--- src/rtl/tmr_pkg.sv ---
package tmr_pkg;
   // Byte access selection held per channel (also the bits 5:4 code of a control word)
   typedef enum logic [1:0] {
      ACC_SNAP = 2'd0,
      ACC_LO   = 2'd1,
      ACC_HI   = 2'd2,
      ACC_WORD = 2'd3
   } acc_e;

   localparam logic [1:0] CTRL_PORT = 2'd3;
   localparam logic [1:0] SEL_MULTI = 2'd3;

   function automatic logic [7:0] pack_status(input logic out_lvl, input acc_e acc,
                                               input logic [2:0] mode, input logic bcd);
      return {out_lvl, 1'b0, acc, mode, bcd};
   endfunction
endpackage

--- src/rtl/tmr_ctrl_decode.sv ---
module tmr_ctrl_decode #(
   parameter int NUM_CH = 3,
   parameter int DATA_W = 8
) (
   input  logic              bus_wr,
   input  logic [1:0]        bus_addr,
   input  logic [DATA_W-1:0] bus_wdata,
   output logic [NUM_CH-1:0] data_we,
   output logic [NUM_CH-1:0] cfg_we,
   output logic [NUM_CH-1:0] snap_cnt,
   output logic [NUM_CH-1:0] snap_st
);
   import tmr_pkg::*;

   logic       ctrl_wr;
   logic [1:0] sel;
   logic [1:0] acc_f;

   assign ctrl_wr = bus_wr && (bus_addr == CTRL_PORT);
   assign sel     = bus_wdata[7:6];
   assign acc_f   = bus_wdata[5:4];

   always_comb begin
      data_we  = '0;
      cfg_we   = '0;
      snap_cnt = '0;
      snap_st  = '0;
      for (int i = 0; i < NUM_CH; i++) begin
         data_we[i] = bus_wr && (bus_addr == 2'(i));
         if (ctrl_wr) begin
            if (sel == SEL_MULTI) begin
               snap_cnt[i] = bus_wdata[i+1] && !bus_wdata[5];
               snap_st[i]  = bus_wdata[i+1] && !bus_wdata[4];
            end else if (sel == 2'(i)) begin
               if (acc_f == ACC_SNAP) snap_cnt[i] = 1'b1;
               else                   cfg_we[i]   = 1'b1;
            end
         end
      end
   end
endmodule

--- src/rtl/tmr_chan_regs.sv ---
module tmr_chan_regs #(
   parameter int DATA_W = 8,
   parameter int CNT_W  = 16
) (
   input  logic              clk,
   input  logic              rst_n,
   input  logic              cfg_we,
   input  logic [7:0]        cfg_word,
   input  logic              snap_cnt,
   input  logic              snap_st,
   input  logic              wr_en,
   input  logic [DATA_W-1:0] wr_byte,
   input  logic              rd_en,
   input  logic [CNT_W-1:0]  live_cnt,
   input  logic              out_lvl,
   output logic [DATA_W-1:0] rbyte,
   output logic [1:0]        acc,
   output logic [2:0]        mode,
   output logic              bcd,
   output logic              ld_req,
   output logic [CNT_W-1:0]  ld_word
);
   import tmr_pkg::*;

   acc_e              acc_q;
   logic [2:0]        mode_q;
   logic              bcd_q;
   logic              wr_hi_q;
   logic [DATA_W-1:0] lo_hold_q;
   logic              rd_hi_q;
   logic              cs_vld_q;
   logic              cs_hi_q;
   logic              cs_word_q;
   logic [CNT_W-1:0]  cs_val_q;
   logic              ss_vld_q;
   logic [7:0]        ss_val_q;

   assign acc  = acc_q;
   assign mode = mode_q;
   assign bcd  = bcd_q;

   // Read byte selection, priority: status, count snapshot, live
   always_comb begin
      if (ss_vld_q) begin
         rbyte = ss_val_q;
      end else if (cs_vld_q) begin
         rbyte = cs_hi_q ? cs_val_q[CNT_W-1:DATA_W] : cs_val_q[DATA_W-1:0];
      end else begin
         unique case (acc_q)
            ACC_HI:   rbyte = live_cnt[CNT_W-1:DATA_W];
            ACC_WORD: rbyte = rd_hi_q ? live_cnt[CNT_W-1:DATA_W] : live_cnt[DATA_W-1:0];
            default:  rbyte = live_cnt[DATA_W-1:0];
         endcase
      end
   end

   // Load assembly
   always_comb begin
      ld_req  = 1'b0;
      ld_word = '0;
      if (wr_en) begin
         unique case (acc_q)
            ACC_HI: begin
               ld_req  = 1'b1;
               ld_word = {wr_byte, {DATA_W{1'b0}}};
            end
            ACC_WORD: begin
               ld_req  = wr_hi_q;
               ld_word = {wr_byte, lo_hold_q};
            end
            default: begin
               ld_req  = 1'b1;
               ld_word = {{DATA_W{1'b0}}, wr_byte};
            end
         endcase
      end
   end

   always_ff @(posedge clk) begin
      if (!rst_n) begin
         acc_q     <= ACC_WORD;
         mode_q    <= '0;
         bcd_q     <= 1'b0;
         wr_hi_q   <= 1'b0;
         lo_hold_q <= '0;
         rd_hi_q   <= 1'b0;
         cs_vld_q  <= 1'b0;
         cs_hi_q   <= 1'b0;
         cs_word_q <= 1'b0;
         cs_val_q  <= '0;
         ss_vld_q  <= 1'b0;
         ss_val_q  <= '0;
      end else begin
         if (rd_en) begin
            if (ss_vld_q) begin
               ss_vld_q <= 1'b0;
            end else if (cs_vld_q) begin
               if (cs_word_q && !cs_hi_q) cs_hi_q  <= 1'b1;
               else                       cs_vld_q <= 1'b0;
            end else if (acc_q == ACC_WORD) begin
               rd_hi_q <= !rd_hi_q;
            end
         end
         if (wr_en && acc_q == ACC_WORD) begin
            if (!wr_hi_q) lo_hold_q <= wr_byte;
            wr_hi_q <= !wr_hi_q;
         end
         if (snap_cnt && !cs_vld_q) begin
            cs_vld_q  <= 1'b1;
            cs_val_q  <= live_cnt;
            cs_word_q <= (acc_q == ACC_WORD);
            cs_hi_q   <= (acc_q == ACC_HI);
         end
         if (snap_st && !ss_vld_q) begin
            ss_vld_q <= 1'b1;
            ss_val_q <= pack_status(out_lvl, acc_q, mode_q, bcd_q);
         end
         if (cfg_we) begin
            acc_q   <= acc_e'(cfg_word[5:4]);
            mode_q  <= cfg_word[3:1];
            bcd_q   <= cfg_word[0];
            wr_hi_q <= 1'b0;
            rd_hi_q <= 1'b0;
         end
      end
   end
endmodule

--- src/rtl/tmr_bus_frontend.sv ---
module tmr_bus_frontend #(
   parameter int NUM_CH   = 3,
   parameter int DATA_W   = 8,
   parameter int CNT_W    = 16,
   parameter bit LOAD_REG = 1'b1
) (
   input  logic                    clk,
   input  logic                    rst_n,
   input  logic [1:0]              bus_addr,
   input  logic                    bus_wr,
   input  logic                    bus_rd,
   input  logic [DATA_W-1:0]       bus_wdata,
   output logic [DATA_W-1:0]       bus_rdata,
   input  logic [NUM_CH*CNT_W-1:0] ch_count,
   input  logic [NUM_CH-1:0]       ch_out,
   output logic [NUM_CH*2-1:0]     ch_access,
   output logic [NUM_CH*3-1:0]     ch_mode,
   output logic [NUM_CH-1:0]       ch_bcd,
   output logic [NUM_CH-1:0]       ld_stb,
   output logic [NUM_CH*CNT_W-1:0] ld_val
);
   localparam int MAX_CH = 3;

   if (NUM_CH < 1 || NUM_CH > MAX_CH) begin : g_bad_ch
      $error("NUM_CH must be between 1 and 3");
   end
   if (DATA_W != 8) begin : g_bad_dw
      $error("DATA_W must be 8");
   end
   if (CNT_W != 2*DATA_W) begin : g_bad_cw
      $error("CNT_W must be twice DATA_W");
   end

   logic [NUM_CH-1:0] data_we, cfg_we, snap_cnt, snap_st;
   logic [NUM_CH-1:0] ld_req;
   logic [CNT_W-1:0]  ld_word [NUM_CH];
   logic [DATA_W-1:0] rbyte   [NUM_CH];

   tmr_ctrl_decode #(.NUM_CH(NUM_CH), .DATA_W(DATA_W)) u_dec (
      .bus_wr   (bus_wr),
      .bus_addr (bus_addr),
      .bus_wdata(bus_wdata),
      .data_we  (data_we),
      .cfg_we   (cfg_we),
      .snap_cnt (snap_cnt),
      .snap_st  (snap_st)
   );

   for (genvar i = 0; i < NUM_CH; i++) begin : g_ch
      logic rd_sel;
      assign rd_sel = bus_rd && (bus_addr == 2'(i));

      tmr_chan_regs #(.DATA_W(DATA_W), .CNT_W(CNT_W)) u_ch (
         .clk     (clk),
         .rst_n   (rst_n),
         .cfg_we  (cfg_we[i]),
         .cfg_word(bus_wdata),
         .snap_cnt(snap_cnt[i]),
         .snap_st (snap_st[i]),
         .wr_en   (data_we[i]),
         .wr_byte (bus_wdata),
         .rd_en   (rd_sel),
         .live_cnt(ch_count[i*CNT_W +: CNT_W]),
         .out_lvl (ch_out[i]),
         .rbyte   (rbyte[i]),
         .acc     (ch_access[i*2 +: 2]),
         .mode    (ch_mode[i*3 +: 3]),
         .bcd     (ch_bcd[i]),
         .ld_req  (ld_req[i]),
         .ld_word (ld_word[i])
      );

      if (LOAD_REG) begin : g_reg
         always_ff @(posedge clk) begin
            if (!rst_n) begin
               ld_stb[i]                <= 1'b0;
               ld_val[i*CNT_W +: CNT_W] <= '0;
            end else begin
               ld_stb[i] <= ld_req[i];
               if (ld_req[i]) ld_val[i*CNT_W +: CNT_W] <= ld_word[i];
            end
         end
      end else begin : g_comb
         assign ld_stb[i]                = ld_req[i];
         assign ld_val[i*CNT_W +: CNT_W] = ld_word[i];
      end
   end

   always_comb begin
      bus_rdata = '0;
      for (int i = 0; i < NUM_CH; i++) begin
         if (bus_addr == 2'(i)) bus_rdata = rbyte[i];
      end
   end
endmodule

--- config.mk ---
export PLATFORM = sky130hd
export DESIGN_NAME = tmr_bus_frontend
export DESIGN_NICKNAME = d
export VERILOG_FILES = /design/src/rtl/tmr_pkg.sv /design/src/rtl/tmr_ctrl_decode.sv /design/src/rtl/tmr_chan_regs.sv /design/src/rtl/tmr_bus_frontend.sv
export SDC_FILE = /design/constraint.sdc
export NUM_CORES = 1
export LEC_CHECK = 0
export BUFFER_PORTS_ARGS = -buffer_cell sky130_fd_sc_hd__buf_2
export CAP_MARGIN = 0
export CORE_MARGIN = 2
export CORE_UTILIZATION = 58
export CTS_CLUSTER_SIZE = 40
export DETAILED_ROUTE_END_ITERATION = 6
export PLACE_DENSITY = 0.86
export SETUP_SLACK_MARGIN = 0.05
export SYNTH_ARGS = -nofsm -noshare
export SYNTH_HDL_FRONTEND = slang
export SYNTH_SLANG_ARGS = --single-unit
--- constraint.sdc ---
create_clock -name clk -period 2.89 [get_ports clk]
set_input_delay 0.4335 -clock clk [delete_from_list [all_inputs] [get_ports clk]]
set_output_delay 0.4335 -clock clk [all_outputs]
set_load 0.01 [all_outputs]
==> results.txt, run 1 <==
The flow ran to the end, and the final reports show no timing, DRC or antenna violations. The internal power of the cells totals approximately 4.2 mW. By area the synthesized netlist is led by dfxtp_1 (43%), mux2i_1 (17%), nor2b_1 (8.4%). The clock reaches the later pin of the worst-skew pair after approximately 0.43 ns. The synthesized netlist cell count is 884. Detailed placement ended at an HPWL of 14.38 mm. The setup check on the worst reg-to-reg path leaves a slack of roughly 0.79 ns. The share of total power in the clock network is a little under half. The signal on the critical path passes through or4b_4 -> o22ai_1 -> a21oi_1 -> o21ai_0 -> a2bb2oi_1 -> buf_2. The worst hold path depth is 3.

The total routing usage reported by global routing is 28.05%. The number of antenna violations at the first check in global routing is 2. The sequential share of power came out at approximately 46%. On the critical path, the stage with the largest delay is an instance of or4b_4. After detailed routing, the total wire length is roughly 22 mm. The area of the placeable core came out at between 10,000 and 15,000 um2.

The final RePlAce weighted congestion is about 0.98. In this run the deepest clock path goes through 2 buffers. The floorplan step set the die height to between 100 and 150 um. The critical path buffer and inverter count came out at 1.

The setup path with the least slack is of type reg2out. Setup repair after global routing left no endpoint under its margin. The starting DRC count in detailed routing is between 500 and 600.

The largest driver fanout on the critical path is 11. The final count of pins violating max slew came to 0. The signal arrival time at the worst endpoint came out at 2.28 ns. The portion of synthesized cell area occupied by the leading cell type came out at 43.04%. The full die area came out at 15,410 um2. After routing, the total negative slack on setup checks comes to 0 ns. In this run the cell area of the synthesized design comes to about 8400 um2. In this run switching power makes up 23.51% of total power. The worst register-to-register path begins at g_ch[0].u_ch.acc[1]. The areal power density over the cells is approximately 560 nW/um2. The total grt overflow came out at 0. Relative to the synthesized area, the layout overhead comes to 17.51%. The start point of the worst hold path is ch_count[22]. The pin count of the biggest net entering global routing is 73. The final number of hold-violating endpoints is 0.

For hold timing, the worst endpoint is g_ch[1].u_ch.cs_val_q[6]. The detail-routed net length per standard cell is roughly 18 um. The number of buffer cells added on primary ports came out at about 140. The endpoint of the worst-slack reg-to-reg timing path is ld_val[1]. STA classifies the critical path startpoint as a flop. The row count came out at 43. The global-route wire length before repair is between 30 and 40 mm. Combinational cells account for 8.3% of the total power. The pre-antenna-repair detailed-routing pass consisted of 5 iterations. CTS placed an instance of clkbuf_16 at the clock tree root. The headroom to the max-slew limit is 51.61%. The maximum operating frequency came out at 368.9 MHz. The peak supply drop is ~430 uV. The synthesized net count is roughly 950. For this configuration, the core starts out at a cell density of between 50% and 60%.

The worst setup path is captured at an output port. The critical path data required time came out at between 2 and 2.5 ns. Counting flops and latches in the post-synthesis netlist gives 180. The leakage power came out at 3.602 nW. TritonCTS built the clock tree. The die width is between 100 and 150 um. The post-route netlist has between 20% and 30% of its cells at a drive strength greater than 1. The via count of the first global-routing pass is about 6,500.

Counting flops with an async set or reset pin after synthesis yields a share of 0%. In the routed design, unresolved DRC markers number 0. The number of CTS-inserted buffers is 17. For this run, the share of the core covered by cells in the final layout is a little over two thirds. The number of top-level pins is 142.

The average size of a mapped cell came out at 9.472 um2. The number of flops mapped to enable cells by yosys is 0. In this design, the largest share of critical-path delay is due to compound AO/OA/AOI/OAI gates. The cell depth of the worst flop-to-flop path is 5. The most used flip-flop cell after synthesis is dfxtp_1. The total number of H-tree levels came out at 4. The path class of the tightest hold or removal check is in2reg.

Between clock sinks in the finished design, the worst skew comes to 0.008762 ns. The TritonCTS sink count is 180. dfxtp_1 takes more of the synthesized area than any other cell.

Using the TritonRoute via totals, the vias-per-cell ratio works out to between 5 and 6. The final layout net count came out at between 1,000 and 1,500. Hold repair after CTS inserted 0 buffers. The transition time at the pin with the least slew margin is 0.7248 ns. The total number of vias came out at around 7,000. Max-cap violations in this run came to 0. The maximum single-stage delay on the critical path is 0.63 ns. The shortest clock period the worst path allows after layout came out at roughly 2.7 ns. The number of setup violations in the final report came out at 0. The switching power is about 1.3 mW. The critical path crosses 6 cells after its start point. Sequential elements use roughly 43% of the synthesized area. The final period utilization came out at a little over nine tenths. The netlist uses 50 different library cells. After clock tree synthesis, the clock-pin slew on the worst setup and hold paths is 0.07 ns.

The number of synthesis warnings is 0. The number of inserted filler cells in the final layout is roughly 1,100. The number of nets still failing antenna checks after routing is 0.
-- power groups by stage --
stage / clock [mW] / combinational [mW] / sequential, mW
after floorplan: 0 / 0.272 / 2.59
after global placement: 0 / 0.435 / 2.59
after detailed placement: 0 / 0.441 / 2.59
after CTS: 2.51 / 0.445 / 2.54
after global routing: 2.61 / 0.487 / 2.54
final: 2.48 / 0.455 / 2.54
-- cells in the final DEF, fill, tap and decap left out, types with 2 or more instances in the layout --
master       n
dfxtp_1    179
mux2i_1    142
buf_2      140
nor2b_1    113
nand2_1     68
a21oi_1     41
nor2_1      37
nand3_1     28
nor3b_1     27
a21boi_0    25
buf_4       25
a221oi_1    23
o21ai_0     19
clkbuf_16   17
mux2_2      10
and2_1       9
nand2b_1     8
a31oi_1      8
a2bb2oi_1    7
nor3_1       6
o22ai_1      6
o211ai_1     5
or2_2        5
inv_6        5
o21a_1       4
nand3b_1     4
bufinv_16    4
xnor2_1      3
inv_1        3
clkinv_1     3
a2111oi_4    3
clkinv_2     3
nor3b_2      2
a41oi_1      2
or3_4        2
-- stage by stage --
stage	setup WS, ns	instance area (um2)	hold slack, ns	total power [mW]	cells
CTS	0.08482	9814	0.2691	5.493	1185
finish	0.1794	9839	0.2792	5.479	1187
global placement	0.3325	9175	0.4468	3.028	1153
floorplan	0.6963	8373	0.4651	2.866	884
global route	0.05917	9839	0.2929	5.638	1187
detailed placement	0.3110	9175	0.4548	3.035	1153
-- Yosys cell counts (2+ instances only) --
cell       count
buf_2          9
clkinv_1       3
nor3_1         6
a2111oi_2      2
a21boi_0      25
or2_2          5
nor2_1        37
nor3b_2        2
o21ai_0       19
a21oi_1       41
xnor2_1        3
nor3b_1       27
buf_6          2
and2_1         9
inv_1          3
o22ai_1        6
a2bb2oi_1      7
nor2b_1      113
a41oi_1        2
or3_4          2
buf_4         10
a221oi_1      23
a31oi_1        8
nand3_1       28
nand2_1       68
dfxtp_1      180
nand3b_1       4
clkbuf_1      54
o21a_1         4
mux2_2        10
nand2b_1       8
o211ai_1       5
mux2i_1      142
-- kinds of logic after synthesis --
| kind of cell | Yosys count | share of synthesized area (%) |
|---|---|---|
| multiplexers | 152 | 18.32 |
| AO/OA/AOI/OAI | 149 | 12.34 |
| buffers and inverters | 82 | 4.438 |
| AND/OR/NAND/NOR | 318 | 21.55 |
| XOR/XNOR | 3 | 0.3139 |
| flip-flops | 180 | 43.04 |
-- sequential cells by signal, summed over array words and instances (netlist names) --
name and flops:
g_ch.u_ch.acc 6, g_ch.u_ch.cs_vld_q 3, g_ch.u_ch.lo_hold_q 24, g_ch.u_ch.mode 9, ld_val 48, g_ch.u_ch.cs_hi_q 3
g_ch.u_ch.cs_word_q 3, g_ch.u_ch.ss_vld_q 3, g_ch.u_ch.wr_hi_q 3, ld_stb 3, g_ch.u_ch.rd_hi_q 3, g_ch.u_ch.ss_val_q 21
g_ch.u_ch.cs_val_q 48, g_ch.u_ch.bcd 3
-- repair_timing --
item,4_1_cts,5_1_grt
setup endpoints to repair,2,6
setup buffers,0,1
resized for setup,2,2
-- per-layer routing --
| layer | global-route usage, % | share of wire (%) | vias up |
|---|---|---|---|
| met5 | 0 | 0 | - |
| met2 | 45.83 | 48 | 271 |
| met1 | 36.34 | 44 | 3216 |
| li1 | - | - | 3304 |
| met4 | 11.24 | 2.4 | 0 |
| met3 | 5.678 | 6.3 | 46 |
-- cell type report --
type	count	area [um2]	share of cell area (%)
tap	180	225.2	2.289
multi-input combinational	622	4442	45.14
antenna	1	2.502	0.02543
inverter	6	22.52	0.2289
clock buffer	18	439.2	4.463
clock inverter	14	195.2	1.984
sequential	180	3605	36.64
timing repair buffer	166	908.4	9.232
-- worst max-delay path by stage --
stage	from	endpoint	slack, ns
2_1_floorplan	bus_addr[0]	bus_rdata[0]	0.70
3_3_place_gp	bus_addr[1]	bus_rdata[0]	0.33
3_5_place_dp	bus_addr[1]	bus_rdata[0]	0.31
4_1_cts	g_ch[2].u_ch.acc[1]	bus_rdata[3]	0.08
5_1_grt	g_ch[2].u_ch.acc[1]	bus_rdata[3]	0.06
6_report	g_ch[0].u_ch.ss_vld_q	bus_rdata[4]	0.18
-- worst min-delay path: stages --
cell	delay, ns
buf_2	0.09
mux2i_1	0.06
nor2b_1	0.09
Power figures use the tool's default switching activity.
==> inputs of run 2 (changes only) <==
CELL_PAD_IN_SITES_DETAIL_PLACEMENT = 2   (was not set)
CELL_PAD_IN_SITES_GLOBAL_PLACEMENT = 2   (was not set)
CORE_UTILIZATION = 37   (was 58)
PLACE_DENSITY = not set   (was 0.86)
PLACE_DENSITY_LB_ADDON = 0.1   (was not set)
RECOVER_POWER = 25   (was not set)
==> run 2 against run 1 <==
Against the previous run: global-route usage decreased by 5.0 points; critical path type unchanged; clock skew increased by 0.0031 ns; sequential cell count unchanged; first-iteration DRC count decreased by 60%; maximum frequency decreased by 0.93%; cell count increased by 10%; largest power group unchanged; non-clock buffer count increased by 16; sequential share of layout area decreased by 0.68 points; core utilization decreased by 26 points.
==> results.txt, run 2 (synthesis results as in run 1) <==
The area of the placeable core is 22,430 um2. The final layout contains 1,074 nets. The number of buffer cells added on primary ports is 141. The signal on the critical path passes through or4b_4 -> o22ai_1 -> a21oi_1 -> o21ai_0 -> a2bb2oi_1 -> buf_2. For this design the ratio of total power to cell area is 553.7 nW/um2. The leakage power came out at between 3 and 4 nW. The startpoint class of the critical path is a flop. At the pin with the least slew margin, the transition time is about 0.85 ns. The category of the most critical setup path is reg2out. For this design the top-level I/O count stands at about 140. In this run the critical register-to-register path is captured at ld_val[5].

Global routing consumed, over all layers together, between 20 and 25% of the routing resources. The latest clock arrival within the worst-skew pair came out at 0.44 ns. The final RePlAce weighted congestion is roughly 0.8.

For hold timing, the worst endpoint is g_ch[1].u_ch.ss_val_q[7]. The largest registers in the layout are g_ch.u_ch.cs_val_q: 48 flops, ld_val: 48 flops, g_ch.u_ch.lo_hold_q: 24 flops. Setup repair after global routing could not meet its margin everywhere.

For this run, the top clock speed supported by timing is between 300 and 400 MHz. The total number of H-tree levels is 4. The final period utilization came out at between 90 and 100%.

The number of antenna repair diodes is 0. The initial core utilization is a little under two fifths. The headroom to the max-slew limit came out at 43.12%. The global-route wire length before repair is about 43 mm. After global routing the overflow that remains totals 0. For this design, the sink count on the clock tree is 180. The flow ran to the end, and the final reports show no timing, DRC or antenna violations. The estimated wirelength of the detail-placed design came out at 18.52 mm.

The largest driver fanout on the critical path came out at 11. The worst register-to-register path begins at g_ch[0].u_ch.acc[1]. The cell depth of the worst flop-to-flop path is 5. The via count of the first global-routing pass is 7,526. The pin count of the biggest net entering global routing is 64. CTS placed an instance of clkbuf_16 at the clock tree root. The number of remaining DRC errors came out at 0. Data on the critical path is required at its endpoint by ~2.5 ns. IR analysis of the VDD net gives a maximum drop of around 360 uV. TritonCTS built the clock tree. The setup total negative slack is 0 ns. The completed layout was analyzed and its total power is approximately 5.5 mW.

The maximum single-stage delay on the critical path came out at between 0.6 and 0.7 ns. The number of antenna violations at the first check in global routing is 1. The detail-routed net length per standard cell is just over 20 um.

The sequential cells in the finished layout cover a total of between 3000 and 4000 um2. The worst min-delay path class is in2reg. The number of inserted filler cells in the final layout is approximately 2,500. The clock skew after layout is 0.01191 ns. The largest buffer count on any clock path came out at 2.

The area growth from synthesis to layout is 19.70%. The full die area is approximately 24,000 um2. After clock tree synthesis, the clock-pin slew on the worst setup and hold paths is 0.07 ns.

The final wirelength is between 20 and 30 mm. The row count came out at 55. The final number of hold-violating endpoints is 0.

The die width came out at ~150 um. The startpoint identified for the worst hold timing path is ch_out[1]. The reported max-cap violation count came out at 0. The shortest clock period the worst path allows after layout came out at about 2.7 ns.

The worst setup path is captured at an output port. Leaving out fill and tap cells, the most frequent cells in the layout are dfxtp_1 (180), mux2i_1 (142), nor2b_1 (113), buf_2 (77), nand2_1 (68). The number of vias per cell is 5.326. The detailed router finished its first iteration with approximately 240 violations. The total iterations of the first detailed-routing run is 4.

Along the worst hold path, the cell count comes to 3. The area occupied by multi-input gates is approximately 4400 um2. The number of CTS-inserted buffers came out at 17.

Grouping stages by cell kind, the critical path spends the most delay in compound AO/OA/AOI/OAI gates. The vertical die dimension is roughly 150 um. The post-route netlist has 17.51% of its cells at a drive strength greater than 1. The slowest stage of the critical path is the or4b_4 cell. Once detail routing completed, the nets flagged for antenna violations numbered 0. The register-to-register path setup slack came out at ~0.66 ns. The critical path buffer and inverter count is 1. The final count of pins violating max slew came to 0. Leaving out fill and tap cells, the most frequent cell in the layout is dfxtp_1. The number of setup violations in the final report came out at 0.

The total number of vias is 6,961. The signal arrival time at the worst endpoint is ~2.3 ns.
-- run 2: worst max-delay path by stage --
| stage | from | endpoint | slack [ns] | cells past startpoint |
|---|---|---|---|---|
| 6_report | g_ch[0].u_ch.ss_vld_q | bus_rdata[7] | 0.15 | 6 |
| 3_5_place_dp | bus_addr[0] | bus_rdata[4] | 0.32 | 7 |
| 5_1_grt | g_ch[0].u_ch.ss_vld_q | bus_rdata[1] | 0.03 | 6 |
| 2_1_floorplan | bus_addr[0] | bus_rdata[0] | 0.70 | 6 |
| 3_3_place_gp | bus_addr[0] | bus_rdata[0] | 0.33 | 7 |
| 4_1_cts | g_ch[0].u_ch.ss_vld_q | bus_rdata[4] | 0.09 | 6 |
-- run 2: per-layer routing --
layer  routed length (um)  part of all wire [%]  GRT usage (%)
met1                12890                    48          30.93
met2                13310                    49          39.75
met3                  649                   2.4          2.802
met4                  252                  0.93          5.379
met5                    0                     0              0
-- run 2: report_power, final --
| group | internal, mW | switching, mW |
|---|---|---|
| sequential | 2.51 | 0.0248 |
| combinational | 0.204 | 0.286 |
| clock | 1.40 | 1.13 |
-- run 2: per-stage QoR --
step	util, %	setup slack, ns	hold slack (ns)	cells	area [um2]
global route	44.67	0.02913	0.2794	1307	10020
global placement	42.07	0.3305	0.4507	1274	9439
finish	44.67	0.1540	0.2655	1307	10020
detailed placement	42.07	0.3227	0.4605	1274	9439
floorplan	-	0.6963	0.4651	884	8373
CTS	44.89	0.09361	0.2488	1306	10070
-- run 2: what timing repair did --
| item | in CTS | in global routing |
|---|---|---|
| endpoints found under the setup margin | 8 | 6 |
| setup buffers | 0 | 1 |
| hold buffers | 0 | 0 |
| endpoints found under the hold margin | 0 | 0 |
| resized for setup | 3 | 2 |
| pin swaps | 0 | 1 |
-- run 2: area by class of cell --
class	count	share of cell area, %
clock buffer	18	4.282
clock inverter	14	1.910
inverter	6	0.2247
multi-input combinational	622	44.38
sequential	180	35.96
tap	285	3.558
timing repair buffer	182	9.688
-- run 2: tightest hold or removal path, delay by kind of cell --
kind	cells	cell delay [ns]
simple gates	1	0.09
buf+inv	1	0.08
mux	1	0.06
==> inputs of run 3 (changes only) <==
PLACE_DENSITY = 0.89   (was not set)
PLACE_DENSITY_LB_ADDON = not set   (was 0.1)
==> run 3 against run 2 <==
Against the previous run: clock power barely moved; critical endpoint is now bus_rdata[2]; non-clock buffer count fell by 14; count of clock-buffer cells in the layout did not move.
==> results.txt, run 3 (synthesis results as in run 1) <==
The run finished with clean final reports. The maximum operating frequency is between 300 and 400 MHz. Summed over all nets, the half-perimeter wirelength after detailed placement is between 20 and 25 mm.

Clock tree synthesis selected as its root buffer the cell clkbuf_16. The largest driver fanout on the critical path is 11. The area growth from synthesis to layout is 18.38%. The headroom to the max-slew limit came out at roughly 43%. The leakage power came out at 3.332 nW. The total number of vias is ~7,200. Clock-pin slew was measured on the worst setup and hold paths at 0.07 ns. The signal arrival time at the worst endpoint came out at roughly 2.4 ns. After global routing the overflow that remains totals 0. The vertical die dimension came out at roughly 150 um. The via count of the first global-routing pass is about 8,000.

The library cell used most frequently in the layout, excluding fill and tap cells, is dfxtp_1. After detailed routing, the number of vias per cell comes to between 5 and 6. The critical path endpoint category is an output port.

The largest registers in the layout are g_ch.u_ch.cs_val_q: 48 flops, ld_val: 48 flops, g_ch.u_ch.lo_hold_q: 24 flops. Global routing used 25.88% of the available tracks. The number of buffer cells added on primary ports came out at 141. The worst hold path belongs to the class in2reg.

The clock skew after layout came out at between 0.01 and 0.015 ns. The cell depth of the worst flop-to-flop path is 5. The total number of H-tree levels came out at 4. The TritonCTS sink count came out at between 150 and 200. The final count of pins violating max slew came out at 0. The setup total negative slack came out at 0 ns. Setup slack on the worst reg-to-reg path comes out at between 0.5 and 0.6 ns. The area of the placeable core came out at 22,430 um2.

The latest clock arrival within the worst-skew pair is roughly 0.45 ns. The largest buffer count on any clock path came out at 2. The pin count of the biggest net entering global routing came out at approximately 120. In this run the worst setup path begins at g_ch[0].u_ch.ss_vld_q. The layout cell share with drive strength beyond 1 is 16.67%.

The critical path data required time is around 2.5 ns. The number of remaining DRC errors came out at 0. The analysis attributes to net switching a power of approximately 1.4 mW.

The number of nets still failing antenna checks after routing is 0. The area occupied by multi-input gates is between 4000 and 5000 um2. The switching portion of total power came out at a little over a quarter. The shortest clock period the worst path allows after layout came out at 2.797 ns. The number of antenna violations at the first check in global routing came out at 0. The row count is 55. The library cells used most frequently in the layout, excluding fill and tap cells, are dfxtp_1 (179), mux2i_1 (142), nor2b_1 (113), buf_2 (76), nand2_1 (67).

The worst setup path is launched from a flop. The source of the worst register-to-register timing path is g_ch[0].u_ch.acc[1]. The start point of the worst hold path is ch_out[1]. The final RePlAce weighted congestion came out at between 0.8 and 0.9. The number of antenna repair diodes is 0.

The portion of total power attributed to combinational logic is 9.0%. The final number of hold-violating endpoints is 0. After the last flow step, the layout net total stands at ~1,100. Dividing the detail-routed wire length by the instance count gives around 24 um. The initial core utilization is a little under two fifths.

The endpoint identified for the worst register-to-register timing path is ld_val[1]. The starting DRC count in detailed routing came out at approximately 380. The full die area came out at roughly 24,000 um2. The final wirelength came out at between 30 and 40 mm.

The number of top-level pins came out at ~140. The peak supply drop is 294.1 uV. TritonCTS built the clock tree. The number of setup violations in the final report came out at 0. The cell-internal power came out at between 4 and 5 mW. The final period utilization is ~97%.

For the pin with the worst max-slew slack, the measured transition is about 0.85 ns. The first global-routing pass estimated 47.64 mm of wire. The share of total power dissipated in sequential elements is a little under half. Clock tree synthesis inserted a total of 17 buffers. The most critical setup path has its endpoint at bus_rdata[2]. The worst setup path is of the reg2out kind. Setup repair after global routing left no endpoint under its margin.

The die width came out at about 150 um. The first TritonRoute pass finished after 5 iterations. In this run, the clock network consumes a little under half of the power. Across the run, the number of max-cap violations was 0. The cell area after layout is 9912 um2. The layout has ~2,400 filler cells. Registers take about 3600 um2. In this run the power density over the cells is roughly 560 nW/um2.

The placed standard-cell area is slightly above 9000 um2.
run 3: through the flow:
step                setup WS, ns  hold slack [ns]  utilization (%)  std cells  total power [mW]
finish                   0.09318           0.2725            44.18       1293             5.547
global route             0.05213           0.2850            44.18       1293             5.730
CTS                      0.04971           0.2714            44.40       1292             5.570
detailed placement        0.2688           0.4557            41.55       1260             3.073
global placement          0.2733           0.4491            41.55       1260             3.054
floorplan                 0.6963           0.4651                -        884             2.866
run 3: cell type report:
type / instances / share of cell area [%]
repair buffers: 168 / 8.634
flip-flops and latches: 180 / 36.37
clock inverters: 14 / 1.919
multi-input cells: 622 / 44.93
clock buffers: 18 / 4.330
well taps: 285 / 3.598
inverters: 6 / 0.2272
run 3: worst max-delay path, cell delays in order (launching register included):
cell and delay, ns:
dfxtp_1 0.43, or4b_4 0.64, o22ai_1 0.20, a21oi_1 0.06, o21ai_0 0.15, a2bb2oi_1 0.25
buf_2 0.18
run 3: worst min-delay path by stage:
stage / end / slack (ns) / depth (start not counted)
2_1_floorplan: g_ch[2].u_ch.wr_hi_q / 0.47 / 2
3_3_place_gp: ld_val[8] / 0.45 / 2
3_5_place_dp: ld_val[24] / 0.46 / 2
4_1_cts: g_ch[1].u_ch.ss_val_q[7] / 0.27 / 3
5_1_grt: g_ch[1].u_ch.cs_val_q[2] / 0.29 / 3
6_report: g_ch[1].u_ch.ss_val_q[7] / 0.27 / 3
run 3: layer usage:
| layer | global-route usage (%) | wire (um) |
|---|---|---|
| met4 | 6.790 | 547 |
| met2 | 46.41 | 15840 |
| met1 | 32.40 | 13670 |
| met3 | 4.007 | 914 |
| met5 | 0 | 0 |
run 3: power groups by stage:
stage               Sequential, mW  Clock [mW]  Combinational (mW)
finish                        2.54        2.50               0.500
global route                  2.55        2.65               0.531
CTS                           2.54        2.54               0.491
detailed placement            2.60           0               0.476
global placement              2.59           0               0.461
floorplan                     2.59           0               0.272
run 3: repair_timing:
action / in CTS / in global routing
setup endpoints to repair: 8 / 5
hold buffers: 0 / 0
resized for setup: 4 / 3
hold endpoints to repair: 0 / 0
setup buffers: 0 / 1
pin swaps: 0 / 1
